[src/rtl/swc_pkg.sv]
package swc_pkg;
  typedef enum logic [1:0] {
    ST_RUN   = 2'd0,
    ST_SLEEP = 2'd1,
    ST_WAKE  = 2'd2
  } swc_state_e;
endpackage

[src/rtl/swc_wake_detect.sv]
module swc_wake_detect #(
  parameter int N = 8
) (
  input  logic [N-1:0] irq_flag,
  input  logic [N-1:0] irq_en,
  output logic         pending
);
  logic [N-1:0] hit;

  // A source counts only when its own enable is set.
  for (genvar i = 0; i < N; i++) begin : g_src
    assign hit[i] = irq_flag[i] & irq_en[i];
  end

  assign pending = |hit;
endmodule

[src/rtl/swc_startup_timer.sv]
module swc_startup_timer #(
  parameter int STARTUP = 4
) (
  input  logic clk,
  input  logic rst,
  input  logic run,
  output logic done
);
  localparam int CW = (STARTUP > 1) ? $clog2(STARTUP) : 1;
  localparam logic [CW-1:0] LAST = CW'(STARTUP - 1);

  logic [CW-1:0] cnt;

  always_ff @(posedge clk) begin
    if (rst || !run) cnt <= '0;
    else if (!done)  cnt <= cnt + 1'b1;
  end

  assign done = (cnt == LAST);
endmodule

[src/rtl/swc_ctrl_fsm.sv]
module swc_ctrl_fsm
  import swc_pkg::*;
#(
  parameter int            AW       = 13,
  parameter logic [AW-1:0] VEC_ADDR = AW'(4)
) (
  input  logic          clk,
  input  logic          por,
  input  logic          ext_rst,
  input  logic          sleep_op,
  input  logic          pending,
  input  logic          gie,
  input  logic          wdt_timeout,
  input  logic          su_done,
  output swc_state_e    state,
  output logic          osc_en,
  output logic          wdt_clr,
  output logic          core_stall,
  output logic          io_hold,
  output logic          pd_bit,
  output logic          to_bit,
  output logic          resume,
  output logic          take_vector,
  output logic [AW-1:0] branch_addr
);
  logic vec_pend;

  always_ff @(posedge clk) begin
    if (por) begin
      state       <= ST_RUN;
      pd_bit      <= 1'b1;
      to_bit      <= 1'b1;
      osc_en      <= 1'b1;
      wdt_clr     <= 1'b0;
      core_stall  <= 1'b0;
      io_hold     <= 1'b0;
      resume      <= 1'b0;
      take_vector <= 1'b0;
      branch_addr <= '0;
      vec_pend    <= 1'b0;
    end else begin
      wdt_clr     <= 1'b0;
      resume      <= 1'b0;
      take_vector <= 1'b0;
      branch_addr <= '0;
      if (ext_rst) begin
        state      <= ST_RUN;
        osc_en     <= 1'b1;
        core_stall <= 1'b0;
        io_hold    <= 1'b0;
      end else begin
        unique case (state)
          ST_RUN: begin
            // A pending enabled source turns the sleep into a no-op.
            if (sleep_op && !pending) begin
              state      <= ST_SLEEP;
              pd_bit     <= 1'b0;
              to_bit     <= 1'b1;
              wdt_clr    <= 1'b1;
              osc_en     <= 1'b0;
              core_stall <= 1'b1;
              io_hold    <= 1'b1;
            end
          end
          ST_SLEEP: begin
            if (pending || wdt_timeout) begin
              state    <= ST_WAKE;
              wdt_clr  <= 1'b1;
              osc_en   <= 1'b1;
              vec_pend <= pending & gie;
              if (wdt_timeout) to_bit <= 1'b0;
            end
          end
          ST_WAKE: begin
            if (su_done) begin
              state       <= ST_RUN;
              core_stall  <= 1'b0;
              io_hold     <= 1'b0;
              resume      <= 1'b1;
              take_vector <= vec_pend;
              branch_addr <= vec_pend ? VEC_ADDR : '0;
            end
          end
          default: state <= ST_RUN;
        endcase
      end
    end
  end
endmodule

[src/rtl/sleep_wake_ctrl.sv]
module sleep_wake_ctrl
  import swc_pkg::*;
#(
  parameter int            N        = 8,
  parameter int            STARTUP  = 4,
  parameter int            AW       = 13,
  parameter logic [AW-1:0] VEC_ADDR = AW'(4)
) (
  input  logic          clk,
  input  logic          por,
  input  logic          ext_rst,
  input  logic          sleep_op,
  input  logic [N-1:0]  irq_flag,
  input  logic [N-1:0]  irq_en,
  input  logic          gie,
  input  logic          wdt_timeout,
  output logic          osc_en,
  output logic          wdt_clr,
  output logic          core_stall,
  output logic          io_hold,
  output logic          pd_bit,
  output logic          to_bit,
  output logic          resume,
  output logic          take_vector,
  output logic [AW-1:0] branch_addr
);
  swc_state_e state;
  logic       pending;
  logic       su_done;

  swc_wake_detect #(.N(N)) u_detect (
    .irq_flag (irq_flag),
    .irq_en   (irq_en),
    .pending  (pending)
  );

  swc_startup_timer #(.STARTUP(STARTUP)) u_timer (
    .clk  (clk),
    .rst  (por | ext_rst),
    .run  (state == ST_WAKE),
    .done (su_done)
  );

  swc_ctrl_fsm #(.AW(AW), .VEC_ADDR(VEC_ADDR)) u_fsm (
    .clk         (clk),
    .por         (por),
    .ext_rst     (ext_rst),
    .sleep_op    (sleep_op),
    .pending     (pending),
    .gie         (gie),
    .wdt_timeout (wdt_timeout),
    .su_done     (su_done),
    .state       (state),
    .osc_en      (osc_en),
    .wdt_clr     (wdt_clr),
    .core_stall  (core_stall),
    .io_hold     (io_hold),
    .pd_bit      (pd_bit),
    .to_bit      (to_bit),
    .resume      (resume),
    .take_vector (take_vector),
    .branch_addr (branch_addr)
  );
endmodule

[config.mk]
export PLATFORM = sky130hd
export DESIGN_NAME = sleep_wake_ctrl
export DESIGN_NICKNAME = d
export VERILOG_FILES = /design/src/rtl/swc_pkg.sv /design/src/rtl/swc_wake_detect.sv /design/src/rtl/swc_startup_timer.sv /design/src/rtl/swc_ctrl_fsm.sv /design/src/rtl/sleep_wake_ctrl.sv
export SDC_FILE = /design/constraint.sdc
export NUM_CORES = 1
export LEC_CHECK = 0
export ABC_AREA = 1
export CAP_MARGIN = 5
export CORE_MARGIN = 2
export CORE_UTILIZATION = 32
export DETAILED_ROUTE_END_ITERATION = 12
export PLACE_DENSITY = 0.72
export REMOVE_ABC_BUFFERS = 1
export SYNTH_ARGS = -nofsm -noshare
export SYNTH_HDL_FRONTEND = slang
export SYNTH_SLANG_ARGS = --single-unit
[constraint.sdc]
create_clock -name clk -period 1.1 [get_ports clk]
set_clock_uncertainty 0.15 [all_clocks]
set_input_delay 0.22 -clock clk [delete_from_list [all_inputs] [get_ports clk]]
set_output_delay 0.22 -clock clk [all_outputs]
set_load 0.05 [all_outputs]
* Yosys cells after proc, flatten, opt, wreduce, memory -nomap -nowiden
Cells that the tools add are included.
Cells by class: add/sub/neg operators 1, equality and inequality tests 7, muxes and demuxes 18, bitwise operators 13, reductions and logical operators 18
Operators by type and width (count):
- $reduce_and 3->1 | 5
- $and 1x1->1 | 9
- $mux 1 | 9
- $pmux 1 s2 | 4
- $reduce_or 8->1 | 1
- $mux 2 | 3
- $pmux 2 s3 | 1
- $reduce_and 5->1 | 1
- $eq 2x2->1 const B | 2
- $ne 2x1->1 const B | 2
- $ne 2x2->1 const B | 2
- $reduce_bool 2->1 | 2
- $reduce_or 4->1 | 1
- $mux 3 | 1
- $not 1->1 | 3
- $reduce_or 3->1 | 1
- $add 2x1->2 const B | 1
- $eq 2x1->1 const B | 1
- $logic_not 1->1 | 2
- $logic_not 2->1 | 1
- $logic_or 1x1->1 | 2
- $reduce_or 2->1 | 1
- $logic_and 1x1->1 | 1
- $or 1x1->1 | 1
Storage, ports and cells: bits in registers 25, input port bits 22, word-level logic and storage cells 68

* Logic depth before layout (Yosys ltp)
depth after elaboration 6, mapped depth 8

* Hierarchy
From an unflattened synthesis, not the netlist that was laid out.
Unflattened totals: cell total of the unflattened synthesis 106, area, all modules 703.2 um^2
By module, submodules not included:
- swc_ctrl_fsm | times used 1, cells an instance 71, area an instance 515.5 um^2, seq. area each 200.2 um^2
- swc_startup_timer | times used 1, cells an instance 15, area an instance 110.1 um^2, seq. area each 40.0 um^2
- swc_wake_detect | times used 1, cells an instance 15, area an instance 56.3 um^2, seq. area each 0.0 um^2
- sleep_wake_ctrl | times used 1, cells an instance 5, area an instance 21.3 um^2, seq. area each 0.0 um^2

* Worst setup path after synthesis
Ideal clock, no wire load.
kind register -> output, start register u_fsm.core_stall (netlist name), end output port io_hold, arrival time 0.908 ns, required time 0.730 ns, path slack -0.178 ns, stages on the path, launching flop included 2, path buffers 1, cells stage by stage dfxtp_1 -> buf_4
RTL lines:
- to (decl) | RTL line sleep_wake_ctrl.sv:20 | output logic io_hold,

* Worst setup path in the final report
start register u_fsm.core_stall, end output port core_stall
RTL lines:
- from (decl) | RTL line swc_ctrl_fsm.sv:18 | output logic core_stall,
- from (signal assigned) | RTL line swc_ctrl_fsm.sv:35 | core_stall <= 1'b0;
- from (signal assigned) | RTL line swc_ctrl_fsm.sv:49 | core_stall <= 1'b0;
- from (signal assigned) | RTL line swc_ctrl_fsm.sv:61 | core_stall <= 1'b1;
- to (decl) | RTL line sleep_wake_ctrl.sv:19 | output logic core_stall,
No word-level cell between the ends.

==> results.txt <==
----------------------------------------------------
[Power and ir drop]
  Power consumption ... about 1.1 mW
  Clock power share ... 33.2%
  Switching power ... between 0.3 and 0.4 mW
  Leakage power total ... roughly 0.57 nW
  PwrDens ... roughly 840 nW/um^2
  Portion of total power attributed to sequential cells ... about two fifths
  Gate power share ... a little over a quarter
  Design internal power ... 0.730 mW
  Highest ir drop seen on vdd ... 569 uV
  Net Sw Frac ... about a third

[Floorplan]
  Die footprint ... 2500 sq um
  Core region area ... between 1500 and 2000 sq um
  Number of primary I/O pins ... 43
  Number of core rows ... 16
  Width of the die ... about 50 um
  Starting utilization of the core area ... around a third
  Vertical extent of the die ... 50.0 um

[Min path]
  Hold-critical path endpoint ... u_fsm.pd_bit
  Start point of the worst min-delay path ... por
  Path class of the lowest-slack min-delay path ... primary input to flop
  Cells on Worst Hold Path ... 4

[Synth]
  Async SR Flop Fraction ... 0%
  Top area cells in the synthesized netlist ... sky130_fd_sc_hd__dfxtp_1, sky130_fd_sc_hd__buf_4, sky130_fd_sc_hd__nand2_1
  Synthesized-area fraction occupied by ao, oa, aoi and oai cells ... between 8 and 9%
  Library cell with the largest summed area after synthesis ... sky130_fd_sc_hd__dfxtp_1
  Flip-flop and latch count after synthesis ... 12
  Proportion of netlist area held by the largest area contributor ... 35.6%
  Post-Syn Area ... roughly 680 sq um
  Xor and xnor area share after synthesis ... about 1.3%
  Most used flip-flop cell after synthesis ... sky130_fd_sc_hd__dfxtp_1
  Synth Area in Adders ... under 10%
  Dominant combinational cell family by area after synthesis ... simple AND/OR/NAND/NOR gates
  Cells after Synth ... slightly above 90
  Fraction of synthesized area in multiplexers ... 0%
  Most instantiated library cell after synthesis ... sky130_fd_sc_hd__nand2_1
  Synthesized area divided by synthesized cell count ... between 7 and 8 sq um
  Unique cell type count in the Yosys netlist ... 23
  Total number of yosys warnings ... 0
  Portion of the post-synthesis area used by sequential elements ... a little over a third
  Post-synth top cells ... sky130_fd_sc_hd__nand2_1, sky130_fd_sc_hd__buf_4, sky130_fd_sc_hd__dfxtp_1
  Post-synthesis share of cell area spent on and, or, nand and nor gates ... between 30% and 40%
  Number of flops mapped to enable cells by yosys ... 0

[CTS]
  Number of buffers created by CTS ... 3
  # Post-CTS Setup Buffers ... 0
  Root buffer cell ... sky130_fd_sc_hd__clkbuf_4
  Clock-pin slew on the worst setup and hold paths ... ~0.080 ns
  CTS sink count ... 12
  H-tree level count ... 1
  Number of buffers between clock root and the deepest sink ... 2
  CTS tree ... built
  Clk Latency, worst-skew pair ... around 0.28 ns

[Global routing]
  All-layer global routing usage ... approximately 14%
  Largest net degree at the start of global routing ... 8
  Vias in the first global route ... about 670
  Global-route wire length before repair ... approximately 2700 um
  Global route overflow ... 0
  Initial antenna violation count ... 0

[STA]
  Hold slack ... 0.158 ns
  Max Slew Vio Count ... 0
  F_max ... between 0.8 and 0.9 GHz
  Worst setup margin ... -0.0627 ns
  Crit share post-route ... 106%
  Hold violation count in the final report ... 0
  RSZ-0062 raised after global routing ... true
  Post-layout min period ... around 1.2 ns
  Setup-failing EPs final ... 9

[Worst setup path]
  Cells traversed along the worst timing path ... buf_12
  CP top delay family ... flip-flops
  Crit path buf inv count ... 1
  Arrival time of data at the critical path endpoint ... 0.79 ns
  Terminus of the critical flop-to-flop path ... u_fsm.to_bit
  R2r setup slk ... 0 ns
  Maximum cell stage delay along the critical path ... 0.38 ns
  Maximum fanout along the worst path ... 3
  Slowest stage cell on the critical path ... sky130_fd_sc_hd__dfxtp_4
  CP Class ... flop to output port
  Endpoint required time on the critical path ... ~0.73 ns
  Startpoint of the lowest-slack register-to-register path ... u_fsm.state[1]
  Launching element type of the critical path ... flop
  Cells on worst reg2reg path ... 5
  Critical Path End Type ... output port

[Place]
  Port Buffers ... 30
  Post-Place Cell Area ... about 1100 sq um
  Detailed-placement wirelength estimate ... approximately 1300 um
  Final weighted congestion in routability-driven placement ... about 0.74

[Run status]
  Run status ... finished, violations left
  Violated checks ... negative setup slack

[Layout]
  Number of diodes added for antenna fixing ... 0
  Net count reported at finish ... 155
  Growth of design area from synthesis to finish ... 87.8%
  Final standard cell area without fillers ... approximately 1300 sq um
  Number of filler cells placed in the layout ... approximately 150
  Fraction of final layout cells sized beyond drive strength 1 ... between 40% and 50%

[Detailed routing]
  Antenna Violating Nets Remaining ... 0
  First-pass DRT Iterations ... 4
  Wire length after detailed routing ... 1680 um
  DR DRC count ... 0
  Vias ... around 680
  Routed WL per cell ... about 11 um
  Avg Vias per Cell ... between 4 and 5
  Initial detailed-routing violation count ... 6

[Flow run]
  Max capacitance violation total ... 0

----------------------------------------------------
-- per-stage QoR --
step / instances / setup TNS (ns) / setup WS [ns] / utilization, %
5_1_grt: 158 / -0.912 / -0.0968 / 64.0
3_5_place_dp: 154 / -4.56 / -0.482 / 55.3
3_3_place_gp: 154 / -4.12 / -0.423 / 55.3
2_1_floorplan: 89 / -1.13 / -0.397 / -
4_1_cts: 158 / -0.500 / -0.0662 / 60.2
6_report: 158 / -0.432 / -0.0627 / 64.0
-- cells by family (layout without fill, tap and decap cells) --
family	Yosys count	after routing
simple gates	46	46
buf+inv	22	50
fa+ha+maj	1	1
flops	12	12
xor+xnor	1	1
compound gates	9	9
other cells	1	12
-- power groups by stage --
| stage | clock network [mW] | logic [mW] | registers, mW |
|---|---|---|---|
| final | 0.355 | 0.279 | 0.434 |
| after global routing | 0.396 | 0.296 | 0.435 |
| after CTS | 0.358 | 0.266 | 0.438 |
| after detailed placement | 0 | 0.276 | 0.454 |
| after floorplan | 0 | 0.147 | 0.466 |
| after global placement | 0 | 0.271 | 0.454 |
-- sequential cells by signal, indices dropped and copies added, names as in the netlist --
signal             count
u_fsm.state            2
u_timer.cnt            2
u_fsm.branch_addr      1
u_fsm.pd_bit           1
u_fsm.core_stall       1
u_fsm.resume           1
u_fsm.osc_en           1
u_fsm.vec_pend         1
u_fsm.wdt_clr          1
u_fsm.to_bit           1
-- how the worst max path moves through the flow --
stage               cells past startpoint               end  slack [ns]        startpoint
global placement                        9      u_fsm.to_bit       -0.42       irq_flag[6]
finish                                  1        core_stall       -0.06  u_fsm.core_stall
global route                            1        core_stall        -0.1  u_fsm.core_stall
detailed placement                      9      u_fsm.to_bit       -0.48       irq_flag[6]
CTS                                     1        core_stall       -0.07  u_fsm.core_stall
floorplan                               2  u_fsm.core_stall       -0.40  u_fsm.core_stall
-- area by class of cell --
cell class                 count  area, sq um  area share, %
tap                           27         33.8           2.66
clock buffer                   4         36.3           2.86
multi-input combinational     69          438           34.5
timing repair buffer          38          459           36.2
sequential                    12          267           21.0
inverter                       8         35.0           2.76
-- timing repair --
| item | in CTS | in global routing |
|---|---|---|
| setup endpoints to repair | 20 | 20 |
| pin swaps | 23 | 29 |
| hold buffers | 0 | 0 |
| resized for setup | 46 | 35 |
-- metal layers --
layer	global-route usage (%)	vias to the layer above	part of all wire, %
met3	3.33	3	5.7
met4	7.87	0	1.3
li1	-	351	-
met1	15.1	303	37
met2	26.0	25	56
met5	0	-	0
-- placed cells by master (no fill, tap or decap), types with 2 or more instances in the layout --
cell | synthesis | final
sky130_fd_sc_hd__clkbuf_4 | 0 | 3
sky130_fd_sc_hd__nor2_4 | 2 | 4
sky130_fd_sc_hd__buf_6 | 0 | 3
sky130_fd_sc_hd__nor2_1 | 8 | 6
sky130_fd_sc_hd__buf_12 | 0 | 9
sky130_fd_sc_hd__dlygate4sd2_1 | 0 | 2
sky130_fd_sc_hd__dfxtp_2 | 0 | 6
sky130_fd_sc_hd__inv_1 | 8 | 5
sky130_fd_sc_hd__nand2_1 | 25 | 18
sky130_fd_sc_hd__buf_4 | 14 | 5
sky130_fd_sc_hd__inv_2 | 0 | 2
sky130_fd_sc_hd__conb_1 | 1 | 12
sky130_fd_sc_hd__dlymetal6s2s_1 | 0 | 2
sky130_fd_sc_hd__clkdlybuf4s50_1 | 0 | 2
sky130_fd_sc_hd__clkdlybuf4s15_1 | 0 | 14
sky130_fd_sc_hd__nand3_2 | 1 | 3
sky130_fd_sc_hd__dfxtp_4 | 0 | 5
sky130_fd_sc_hd__nand2_2 | 1 | 8
sky130_fd_sc_hd__a21oi_1 | 4 | 4
Power figures use the tool's default switching activity.
